File: config.mk
export PLATFORM = sky130hd
export DESIGN_NAME = smbus_host_regs
export DESIGN_NICKNAME = d
export VERILOG_FILES = /design/src/rtl/smbh_pkg.sv /design/src/rtl/smbh_ctrl_regs.sv /design/src/rtl/smbh_launch.sv /design/src/rtl/smbh_status.sv /design/src/rtl/smbus_host_regs.sv
export SDC_FILE = /design/constraint.sdc
export NUM_CORES = 1
export LEC_CHECK = 0
export ABC_AREA = 1
export CAP_MARGIN = 20
export CORE_ASPECT_RATIO = 1.75
export CORE_MARGIN = 2
export CORE_UTILIZATION = 35
export DETAILED_ROUTE_END_ITERATION = 12
export PLACE_DENSITY = 0.65
export SLEW_MARGIN = 30
export SYNTH_ARGS = -nofsm -noshare
export SYNTH_HDL_FRONTEND = slang
export SYNTH_SLANG_ARGS = --single-unit
export TNS_END_PERCENT = 100
File: constraint.sdc
create_clock -name clk -period 1.5 [get_ports clk]
set_input_delay 0.225 -clock clk [delete_from_list [all_inputs] [get_ports clk]]
set_output_delay 0.225 -clock clk [all_outputs]
set_load 0.01 [all_outputs]
File: src/rtl/smbh_pkg.sv
package smbh_pkg;
  localparam int REG_AW  = 4;
  localparam int BYTE_W  = 8;
  localparam int WORD_W  = 2 * BYTE_W;
  localparam int PROTO_W = 3;
  localparam int TGT_W   = BYTE_W - 1;
  localparam int AUX_W   = 2;
  localparam int CTL_RD_W = 5;

  typedef logic [REG_AW-1:0] reg_ofs_t;

  localparam reg_ofs_t OFS_STAT = 4'h0;
  localparam reg_ofs_t OFS_CTL  = 4'h2;
  localparam reg_ofs_t OFS_CMD  = 4'h3;
  localparam reg_ofs_t OFS_ADDR = 4'h4;
  localparam reg_ofs_t OFS_D0   = 4'h5;
  localparam reg_ofs_t OFS_D1   = 4'h6;
  localparam reg_ofs_t OFS_BLK  = 4'h7;
  localparam reg_ofs_t OFS_AUX  = 4'hD;

  // status bit positions
  localparam int ST_BUSY   = 0;
  localparam int ST_DONE   = 1;
  localparam int ST_DEVERR = 2;
  localparam int ST_BUSERR = 3;
  localparam int ST_FAILED = 4;
  localparam int ST_ALERT  = 5;
  localparam int ST_INUSE  = 6;
  localparam int ST_BYTE   = 7;

  // control bit positions
  localparam int CT_IEN   = 0;
  localparam int CT_KILL  = 1;
  localparam int CT_PR_LO = 2;
  localparam int CT_LAST  = 5;
  localparam int CT_START = 6;
  localparam int CT_PEC   = 7;

  typedef enum logic [PROTO_W-1:0] {
    PR_QUICK     = 3'd0,
    PR_BYTE      = 3'd1,
    PR_BYTE_DATA = 3'd2,
    PR_WORD_DATA = 3'd3,
    PR_PCALL     = 3'd4,
    PR_BLOCK     = 3'd5,
    PR_I2C_BLKRD = 3'd6,
    PR_RSVD      = 3'd7
  } proto_e;

  function automatic logic proto_ok(input logic [PROTO_W-1:0] p, input logic rd);
    return (p <= PR_BLOCK) || ((p == PR_I2C_BLKRD) && rd);
  endfunction

  function automatic logic fills_lo(input logic [PROTO_W-1:0] p, input logic rd);
    return (p == PR_PCALL) ||
           (rd && ((p == PR_BYTE) || (p == PR_BYTE_DATA) ||
                   (p == PR_WORD_DATA) || (p == PR_I2C_BLKRD)));
  endfunction

  function automatic logic fills_hi(input logic [PROTO_W-1:0] p, input logic rd);
    return (p == PR_PCALL) || (rd && (p == PR_WORD_DATA));
  endfunction

  function automatic logic [BYTE_W-1:0] strip_start(input logic [BYTE_W-1:0] v);
    logic [BYTE_W-1:0] m;
    m = '1;
    m[CT_START] = 1'b0;
    return v & m;
  endfunction
endpackage

File: src/rtl/smbh_ctrl_regs.sv
module smbh_ctrl_regs
  import smbh_pkg::*;
#(
  parameter bit FORCE_BLK_EN = 1'b0
) (
  input  logic                clk,
  input  logic                rst_n,
  input  logic                wr,
  input  reg_ofs_t            addr,
  input  logic [BYTE_W-1:0]   wdata,
  input  logic                place_lo,
  input  logic                place_hi,
  input  logic [WORD_W-1:0]   eng_rdata,
  output logic [BYTE_W-1:0]   ctl_q,
  output logic [BYTE_W-1:0]   cmd_q,
  output logic [BYTE_W-1:0]   addr_q,
  output logic [BYTE_W-1:0]   d0_q,
  output logic [BYTE_W-1:0]   d1_q,
  output logic [AUX_W-1:0]    aux_q,
  output logic                start_ev,
  output logic                kill_ev,
  output logic [PROTO_W-1:0]  start_proto
);
  localparam logic [AUX_W-1:0] AUX_FORCE = {FORCE_BLK_EN, 1'b0};

  logic ctl_hit;
  assign ctl_hit     = wr && (addr == OFS_CTL);
  assign start_ev    = ctl_hit && wdata[CT_START];
  assign kill_ev     = ctl_hit && wdata[CT_KILL];
  assign start_proto = wdata[CT_PR_LO +: PROTO_W];

  always_ff @(posedge clk) begin
    if (!rst_n) begin
      ctl_q  <= '0;
      cmd_q  <= '0;
      addr_q <= '0;
      d0_q   <= '0;
      d1_q   <= '0;
      aux_q  <= AUX_FORCE;
    end else begin
      if (wr) begin
        case (addr)
          OFS_CTL:  ctl_q  <= strip_start(wdata);
          OFS_CMD:  cmd_q  <= wdata;
          OFS_ADDR: addr_q <= wdata;
          OFS_D0:   d0_q   <= wdata;
          OFS_D1:   d1_q   <= wdata;
          OFS_AUX:  aux_q  <= wdata[AUX_W-1:0] | AUX_FORCE;
          default:  ;
        endcase
      end
      if (place_lo) d0_q <= eng_rdata[BYTE_W-1:0];
      if (place_hi) d1_q <= eng_rdata[WORD_W-1:BYTE_W];
    end
  end


  lo_place_chk: assert property (@(posedge clk) disable iff (!rst_n)
    place_lo |=> (d0_q == $past(eng_rdata[BYTE_W-1:0])));


  hi_place_chk: assert property (@(posedge clk) disable iff (!rst_n)
    place_hi |=> (d1_q == $past(eng_rdata[WORD_W-1:BYTE_W])));


  start_not_kept_chk: assert property (@(posedge clk) disable iff (!rst_n)
    start_ev |=> !ctl_q[CT_START]);
endmodule

File: src/rtl/smbh_launch.sv
module smbh_launch
  import smbh_pkg::*;
(
  input  logic               clk,
  input  logic               rst_n,
  input  logic               start_ev,
  input  logic               kill_ev,
  input  logic [PROTO_W-1:0] start_proto,
  input  logic               addr_rd,
  input  logic               dev_err,
  input  logic               eng_done,
  input  logic               eng_err,
  output logic               busy,
  output logic               eng_req,
  output logic               blk_abort,
  output logic               set_done,
  output logic               set_deverr,
  output logic               set_failed,
  output logic               place_lo,
  output logic               place_hi
);
  logic               busy_q, req_q, abort_q;
  logic [PROTO_W-1:0] lat_proto;
  logic               lat_rd;

  // named internal events
  logic qualify, accept, reject, fin_ok, fin_err;
  assign qualify = start_ev && !kill_ev && !busy_q && !dev_err;
  assign accept  = qualify && proto_ok(start_proto, addr_rd);
  assign reject  = qualify && !proto_ok(start_proto, addr_rd);
  assign fin_err = busy_q && eng_err && !kill_ev;
  assign fin_ok  = busy_q && eng_done && !eng_err && !kill_ev;

  assign set_done   = fin_ok;
  assign set_deverr = reject || fin_err;
  assign set_failed = kill_ev;
  assign place_lo   = fin_ok && fills_lo(lat_proto, lat_rd);
  assign place_hi   = fin_ok && fills_hi(lat_proto, lat_rd);

  always_ff @(posedge clk) begin
    if (!rst_n) begin
      busy_q    <= 1'b0;
      req_q     <= 1'b0;
      abort_q   <= 1'b0;
      lat_proto <= '0;
      lat_rd    <= 1'b0;
    end else begin
      req_q   <= accept;
      abort_q <= kill_ev;
      if (kill_ev || fin_ok || fin_err) busy_q <= 1'b0;
      else if (accept)                  busy_q <= 1'b1;
      if (accept) begin
        lat_proto <= start_proto;
        lat_rd    <= addr_rd;
      end
    end
  end

  assign busy      = busy_q;
  assign eng_req   = req_q;
  assign blk_abort = abort_q;


  req_follows_accept_chk: assert property (@(posedge clk) disable iff (!rst_n)
    accept |=> (eng_req && busy));


  req_single_cycle_chk: assert property (@(posedge clk) disable iff (!rst_n)
    eng_req |=> !eng_req);


  no_restart_busy_chk: assert property (@(posedge clk) disable iff (!rst_n)
    (busy && start_ev) |=> !eng_req);


  deverr_blocks_chk: assert property (@(posedge clk) disable iff (!rst_n)
    (start_ev && dev_err && !busy) |=> (!eng_req && !busy));


  kill_drops_busy_chk: assert property (@(posedge clk) disable iff (!rst_n)
    kill_ev |=> (!busy && blk_abort && !eng_req));
endmodule

File: src/rtl/smbh_status.sv
module smbh_status
  import smbh_pkg::*;
(
  input  logic              clk,
  input  logic              rst_n,
  input  logic              clr_wr,
  input  logic [BYTE_W-2:0] clr_mask,
  input  logic              set_done,
  input  logic              set_deverr,
  input  logic              set_failed,
  output logic [BYTE_W-2:0] stat_hi,
  output logic              dev_err
);
  logic [BYTE_W-2:0] set_vec;
  logic              set_any;

  always_comb begin
    set_vec = '0;
    set_vec[ST_DONE-1]   = set_done;
    set_vec[ST_DEVERR-1] = set_deverr;
    set_vec[ST_FAILED-1] = set_failed;
  end
  assign set_any = |set_vec;

  for (genvar i = 1; i < BYTE_W; i++) begin : g_bit
    logic q;
    always_ff @(posedge clk) begin
      if (!rst_n)                         q <= 1'b0;
      else if (set_vec[i-1])              q <= 1'b1;
      else if (clr_wr && clr_mask[i-1])   q <= 1'b0;
    end
    assign stat_hi[i-1] = q;
  end

  assign dev_err = stat_hi[ST_DEVERR-1];


  w1c_clears_chk: assert property (@(posedge clk) disable iff (!rst_n)
    (clr_wr && !set_any) |=> ((stat_hi & $past(clr_mask)) == '0));


  deverr_sticky_chk: assert property (@(posedge clk) disable iff (!rst_n)
    (dev_err && !clr_wr) |=> dev_err);


  done_sets_chk: assert property (@(posedge clk) disable iff (!rst_n)
    set_done |=> stat_hi[ST_DONE-1]);
endmodule

File: src/rtl/smbus_host_regs.sv
module smbus_host_regs
  import smbh_pkg::*;
#(
  parameter bit FORCE_BLK_EN = 1'b0
) (
  input  logic                clk,
  input  logic                rst_n,
  input  logic                reg_wr,
  input  logic                reg_rd,
  input  logic [REG_AW-1:0]   reg_addr,
  input  logic [BYTE_W-1:0]   reg_wdata,
  output logic [BYTE_W-1:0]   reg_rdata,
  output logic                eng_req,
  output logic [PROTO_W-1:0]  eng_proto,
  output logic                eng_rd,
  output logic [TGT_W-1:0]    eng_target,
  output logic [BYTE_W-1:0]   eng_cmd,
  output logic [WORD_W-1:0]   eng_wdata,
  output logic                eng_pec,
  output logic                eng_last,
  input  logic                eng_done,
  input  logic                eng_err,
  input  logic [WORD_W-1:0]   eng_rdata,
  output logic                blk_wr,
  output logic                blk_rd,
  output logic [BYTE_W-1:0]   blk_wdata,
  input  logic [BYTE_W-1:0]   blk_rdata,
  output logic                blk_abort,
  output logic                aux_pec,
  output logic                aux_blk_en,
  output logic                irq
);
  logic [BYTE_W-1:0]  ctl_q, cmd_q, addr_q, d0_q, d1_q;
  logic [AUX_W-1:0]   aux_q;
  logic               start_ev, kill_ev;
  logic [PROTO_W-1:0] start_proto;
  logic               busy, dev_err;
  logic               set_done, set_deverr, set_failed;
  logic               place_lo, place_hi;
  logic [BYTE_W-2:0]  stat_hi;
  logic               stat_wr;

  assign stat_wr = reg_wr && (reg_addr == OFS_STAT);

  smbh_ctrl_regs #(.FORCE_BLK_EN(FORCE_BLK_EN)) u_regs (
    .clk(clk), .rst_n(rst_n), .wr(reg_wr), .addr(reg_addr), .wdata(reg_wdata),
    .place_lo(place_lo), .place_hi(place_hi), .eng_rdata(eng_rdata),
    .ctl_q(ctl_q), .cmd_q(cmd_q), .addr_q(addr_q), .d0_q(d0_q), .d1_q(d1_q),
    .aux_q(aux_q), .start_ev(start_ev), .kill_ev(kill_ev),
    .start_proto(start_proto)
  );

  smbh_launch u_launch (
    .clk(clk), .rst_n(rst_n), .start_ev(start_ev), .kill_ev(kill_ev),
    .start_proto(start_proto), .addr_rd(addr_q[0]), .dev_err(dev_err),
    .eng_done(eng_done), .eng_err(eng_err), .busy(busy), .eng_req(eng_req),
    .blk_abort(blk_abort), .set_done(set_done), .set_deverr(set_deverr),
    .set_failed(set_failed), .place_lo(place_lo), .place_hi(place_hi)
  );

  smbh_status u_status (
    .clk(clk), .rst_n(rst_n), .clr_wr(stat_wr), .clr_mask(reg_wdata[BYTE_W-1:1]),
    .set_done(set_done), .set_deverr(set_deverr), .set_failed(set_failed),
    .stat_hi(stat_hi), .dev_err(dev_err)
  );

  // engine-facing fields
  assign eng_proto  = ctl_q[CT_PR_LO +: PROTO_W];
  assign eng_rd     = addr_q[0];
  assign eng_target = addr_q[BYTE_W-1:1];
  assign eng_cmd    = cmd_q;
  assign eng_wdata  = {d1_q, d0_q};
  assign eng_pec    = ctl_q[CT_PEC];
  assign eng_last   = ctl_q[CT_LAST];

  // block buffer strobes
  assign blk_wr    = reg_wr && (reg_addr == OFS_BLK);
  assign blk_rd    = reg_rd && (reg_addr == OFS_BLK);
  assign blk_wdata = reg_wdata;

  assign aux_pec    = aux_q[0];
  assign aux_blk_en = aux_q[1];

  always_comb begin
    case (reg_addr)
      OFS_STAT: reg_rdata = {stat_hi, busy};
      OFS_CTL:  reg_rdata = {{(BYTE_W-CTL_RD_W){1'b0}}, ctl_q[CTL_RD_W-1:0]};
      OFS_CMD:  reg_rdata = cmd_q;
      OFS_ADDR: reg_rdata = addr_q;
      OFS_D0:   reg_rdata = d0_q;
      OFS_D1:   reg_rdata = d1_q;
      OFS_BLK:  reg_rdata = blk_rdata;
      OFS_AUX:  reg_rdata = {{(BYTE_W-AUX_W){1'b0}}, aux_q};
      default:  reg_rdata = '0;
    endcase
  end

  assign irq = ctl_q[CT_IEN] && (|stat_hi);


  irq_ignores_busy_chk: assert property (@(posedge clk) disable iff (!rst_n)
    (stat_hi == '0) |-> !irq);


  irq_needs_enable_chk: assert property (@(posedge clk) disable iff (!rst_n)
    !ctl_q[CT_IEN] |-> !irq);
endmodule

==> results.json, run 1 <==
{
  "synth_top_area_share": 0.366,
  "timing.final.crit_period_ps": 1480,
  "holdBufCountCts": 0,
  "total_leakage_power_nw": 2.06,
  "fmax_mhz": 676,
  "crit_fanout": 3,
  "tritoncts": "built",
  "row_count": 43,
  "tns_ps": 0,
  "nNetsFinal": 612,
  "htreeDepth": 2,
  "die_x_um": 71.5,
  "antenna_cells": 0,
  "critPathBufInv": 1,
  "setup_viol": 0,
  "clk_latency_ps": 300,
  "rr_endpoint": "u_regs.d0_q[6]",
  "place_hpwl_mm": 7.80,
  "core-area_sq_um": 7860,
  "grt-ovfl-total": 0,
  "wl_per_cell_um": 15.4,
  "required_ps": 1270,
  "synth_nets": 463,
  "route.detailed.drc": 0,
  "rsz0062_at_grt": "true",
  "yosysUniqueCellTypes": 30,
  "clockBufferDepth": 2,
  "dr_total_vias": 3349,
  "start_util": 0.355,
  "hp-class": "input pin to flop",
  "grtUsageTotal": 0.238,
  "relSlewSlack": 0.827,
  "start_kind": "flop",
  "max-vdd-ir-drop_mv": 0.398,
  "syn_to_final_growth_pct": 61.5,
  "cts_made_buffers": 5,
  "synthTopCellsByArea": "dfxtp_1, nand2_1, a21oi_1",
  "yosys_warnings": 0,
  "ys_seq_area_frac": 0.366,
  "fin_crit_sh": 0.986,
  "holdCritStartpoint": "reg_wdata[1]",
  "synth_area_leader_cell": "dfxtp_1",
  "drive_gt1_frac": 0.245,
  "cpLargestDelayFamily": "buffers and inverters",
  "syn_area_sq_um": 2790,
  "clockRootBuffer": "clkbuf_16",
  "drtPass1Iterations": 5,
  "arrival_ps": 1250,
  "tightestPinTransition_ps": 258,
  "antenna_found_initial": 0,
  "drv_slew": 0,
  "syn_inst": 421,
  "holdWs_ps": 459,
  "crit_chain": "clkdlybuf4s50_1",
  "globalplace.congestion": 0.863,
  "grt_pass1_vias": 3257,
  "drtIter0Drc": 289,
  "synth-seq-cells": 51,
  "hold_path_depth": 3,
  "max-cap-violations": 0,
  "reg2reg_from": "u_launch.busy",
  "grt_max_degree": 21,
  "fp.dieArea_sq_um": 8730,
  "drtAntennaViolNets": 0,
  "rr_worst_depth": 8,
  "totalWireLength_mm": 10.2,
  "rrSetupSlack_ps": 130,
  "critical_path.max_stage_delay_ps": 560,
  "run_status": "complete, no violations",
  "vias_per_cell": 5.07,
  "finClkSkew_ps": 2.98,
  "syn_area_per_cell_sq_um": 6.63,
  "p_per_area_nw_per_um2": 669,
  "io_pins": 102,
  "slowest_stage": "clkdlybuf4s50_1",
  "chipHeight_um": 122,
  "min_to": "u_regs.aux_q[1]",
  "grt_pass1_wl_mm": 16.0,
  "hold_viol": 0,
  "end_kind": "output port",
  "worstSetupPathType": "flop to output port",
  "io_buffers": 101,
  "cts_sinks": 51,
  "clk_pin_slew_ps": 70
}
==> repair_timing <==
action | in CTS | in global routing
gates resized for setup | 92 | 29
cloned | 0 | 0
pin swaps | 3 | 5
setup endpoints to repair | 50 | 37
setup buffers | 6 | 1
==> area by class of cell <==
cell class / count / area (sq um)
inverter: 51 / 199
fill: 758 / 3350
tap: 90 / 113
sequential: 51 / 1020
clock inverter: 3 / 18.8
multi-input combinational: 289 / 1490
clock buffer: 5 / 125
timing repair buffer: 172 / 1540
==> worst max path at each step <==
| stage | startpoint | end | slack (ps) | depth (start not counted) |
|---|---|---|---|---|
| 6_report | u_regs.d1_q[3] | eng_wdata[11] | 20 | 1 |
| 5_1_grt | reg_addr[2] | reg_rdata[0] | -20 | 8 |
| 4_1_cts | u_regs.addr_q[7] | eng_target[6] | 0.1 | 2 |
| 3_5_place_dp | reg_addr[2] | reg_rdata[5] | -890 | 10 |
| 3_3_place_gp | reg_addr[0] | reg_rdata[2] | -880 | 8 |
| 2_1_floorplan | u_launch.busy | u_regs.d1_q[5] | 220 | 7 |
==> cell usage in the layout (no fill, tap or decap), drive strengths merged, types with 2 or more instances in the layout <==
master,netlist,final
nor2,22,22
nand4,22,22
clkbuf,8,6
dlygate4sd2,0,15
nor3,3,3
dlymetal6s2s,0,7
a21oi,54,54
clkdlybuf4s50,0,65
o21ai,26,26
dfxtp,51,51
inv,50,51
clkinv,1,3
o22ai,2,2
buf,22,83
nand3,39,39
nand2,118,118
==> metal layers <==
layer  part of all wire  track usage
met1               0.37        0.265
met2               0.52        0.426
met3              0.058       0.0331
met4              0.053        0.130
met5                  0            0
==> logic make-up after synthesis <==
logic type / after synthesis / synth area share
AND/OR/NAND/NOR: 204 / 0.344
flip-flops: 51 / 0.366
AO/OA/AOI/OAI: 85 / 0.159
buffers and inverters: 81 / 0.131
==> synthesized netlist by cell type <==
| cell type | n |
|---|---|
| nand2_1 | 114 |
| a21oi_1 | 53 |
| dfxtp_1 | 51 |
| inv_1 | 42 |
| nand3_1 | 36 |
| nand4_1 | 21 |
| nor2_1 | 16 |
| o21ai_0 | 13 |
| buf_4 | 12 |
| o21ai_1 | 12 |
| buf_2 | 8 |
| clkbuf_1 | 8 |
| inv_2 | 8 |
| nor2_4 | 4 |
| nand2_2 | 3 |
| nor3_1 | 3 |
| nand3_2 | 2 |
| nor2_2 | 2 |
| o22ai_1 | 2 |
| a21oi_2 | 1 |
| a31o_1 | 1 |
| a31oi_1 | 1 |
| buf_1 | 1 |
| buf_6 | 1 |
| clkinv_1 | 1 |
| nand2_4 | 1 |
| nand3_4 | 1 |
| nand4_4 | 1 |
| o211ai_1 | 1 |
| o21ai_2 | 1 |
==> stage by stage <==
stage               setup slack, ps  instances  power, mW   util  instance area (sq um)
floorplan                       220        421       1.58      -                   2790
global placement               -878        647       1.87  0.543                   4270
detailed placement             -890        647       1.88  0.543                   4270
CTS                           0.120        661       3.02  0.566                   4450
global route                  -19.9        661       3.12  0.574                   4510
finish                         21.1        661       3.02  0.574                   4510
==> registers in the layout (all words and copies together) (netlist names) <==
register,cells
u_regs.d1_q,8
u_regs.d0_q,8
u_status.dev_err,1
u_regs.ctl_q,7
u_launch.blk_abort,1
u_launch.eng_req,1
u_regs.addr_q,8
u_launch.lat_proto,3
u_status.g_bit.q,2
u_regs.cmd_q,8
u_regs.aux_q,2
u_launch.busy,1
u_launch.lat_rd,1
==> power breakdown <==
part | internal (mW) | total (mW) | switching [mW]
sequential | 1.37 | 1.39 | 0.0132
combinational | 0.247 | 0.477 | 0.230
clock | 0.620 | 1.16 | 0.536
total | 2.24 | 3.02 | 0.779
Power figures use the tool's default switching activity.
==> run 2: changes to the inputs <==
CTS_CLUSTER_DIAMETER = 30   (was unset)
MAX_ROUTING_LAYER = met4   (was unset)
==> run 2 against run 1 <==
First-iteration DRC count fell by 14%. Cell count did not move. Cell area did not move. Setup slack improved by 2.3 ps. Via count rose by 0.45%. Combinational power barely moved. Critical path type unchanged. Largest power group unchanged. Highest routed layer unchanged.
==> results.json, run 2 (synthesis gave the netlist of run 1 again) <==
{
  "dp.cells": 647,
  "fillers": 758,
  "final-seq-area_sq_um": 1020,
  "cts_sinks": 51,
  "fp.dieArea_sq_um": 8730,
  "row_count": 43,
  "dr_total_vias": 3364,
  "place_hpwl_mm": 7.80,
  "start_kind": "flop",
  "htreeDepth": 2,
  "stdcell_count": 661,
  "holdWs_ps": 460,
  "cpLargestDelayFamily": "buffers and inverters",
  "route.detailed.drc": 0,
  "die_x_um": 71.5,
  "totalWireLength_mm": 10.1,
  "chipHeight_um": 122,
  "crit_chain": "clkdlybuf4s50_1",
  "vias_per_cell": 5.09,
  "timing.final.crit_period_ps": 1480,
  "multi_input_comb_area_sq_um": 1490,
  "crit_fanout": 3,
  "grt-ovfl-total": 0,
  "grt_pass1_vias": 3256,
  "wl_per_cell_um": 15.3,
  "drive_gt1_frac": 0.245,
  "rsz0062_at_grt": "true",
  "cts_made_buffers": 5,
  "drtAntennaViolNets": 0,
  "clk_pin_slew_ps": 70,
  "grt_max_degree": 21,
  "core-area_sq_um": 7860,
  "start_util": 0.355,
  "drtPass1Iterations": 4,
  "setup_viol": 0,
  "end_kind": "output port",
  "tritoncts": "built",
  "clockRootBuffer": "clkbuf_16",
  "run_status": "complete, no violations",
  "worstSetupPathType": "flop to output port",
  "total_leakage_power_nw": 2.06,
  "globalplace.congestion": 0.877,
  "layout_commonest_cell": "nand2_1",
  "nNetsFinal": 612,
  "hp-class": "input pin to flop",
  "drtIter0Drc": 248,
  "tightestPinTransition_ps": 260,
  "relSlewSlack": 0.826,
  "clk_latency_ps": 300,
  "required_ps": 1270,
  "critical_path.max_stage_delay_ps": 560,
  "slowest_stage": "clkdlybuf4s50_1",
  "fmax_mhz": 677,
  "arrival_ps": 1250,
  "final_cell_mix": "nand2_1, buf_4, clkdlybuf4s50_1, a21oi_1, dfxtp_1",
  "finClkSkew_ps": 4.05,
  "io_pins": 102,
  "critPathBufInv": 1,
  "grtUsageTotal": 0.245,
  "max-vdd-ir-drop_mv": 0.401,
  "syn_to_final_growth_pct": 61.5,
  "fin_crit_sh": 0.984,
  "io_buffers": 101,
  "drv_slew": 0,
  "holdBufCountCts": 0,
  "p_per_area_nw_per_um2": 670,
  "grt_pass1_wl_mm": 16.0,
  "clockBufferDepth": 2,
  "hold_viol": 0,
  "max-cap-violations": 0,
  "antenna_cells": 0,
  "antenna_found_initial": 0
}
==> run 2: cell counts in the layout (fill, tap and decap cells not counted) <==
No cell type changed its count.
==> run 2: layer usage <==
| metal | GRT usage | share of wire | vias to the layer above |
|---|---|---|---|
| met5 | - | 0 | - |
| met4 | 0.130 | 0.052 | 0 |
| met3 | 0.0323 | 0.043 | 35 |
| met2 | 0.426 | 0.52 | 109 |
| met1 | 0.265 | 0.39 | 1543 |
| li1 | - | - | 1677 |
==> run 2: per-stage QoR <==
stage                     power [mW]  utilization  worst slack (ps)  area [sq um]  setup TNS, ps
after global placement          1.87        0.543              -878          4270         -21890
after floorplan                 1.58            -               220          2790              0
final                           3.02        0.574              23.5          4510              0
after global routing            3.12        0.574             -19.9          4510          -41.2
after detailed placement        1.88        0.543              -890          4270         -22920
after CTS                       3.02        0.566             0.120          4450              0
==> run 2: area by class of cell <==
type                    count  area share
multi-input cells         289       0.330
repair buffers            172       0.342
clock buffers               5      0.0277
clock inverters             3     0.00416
flip-flops and latches     51       0.227
inverters                  51      0.0441
well taps                  90      0.0250
==> run 2: path summary, 6_finish.rpt <==
check	from	end	slack, ps	depth (start not counted)
setup reg to reg	u_launch.busy	u_regs.d0_q[6]	130	8
hold reg to reg	u_regs.addr_q[2]	u_regs.addr_q[2]	470	2
setup / recovery	u_regs.d1_q[3]	eng_wdata[11]	20	1
hold / removal	reg_wdata[1]	u_regs.aux_q[1]	460	3
==> run 2: power breakdown <==
group          internal, mW  switching (mW)  total, mW
registers              1.37          0.0132       1.39
clock network         0.620           0.540       1.16
logic                 0.247           0.230      0.477
==> run 2: timing repair <==
action	CTS	global route
resized for setup	92	29
cloned	0	0
setup endpoints to repair	50	37
setup buffers	6	1
pin swaps	3	5
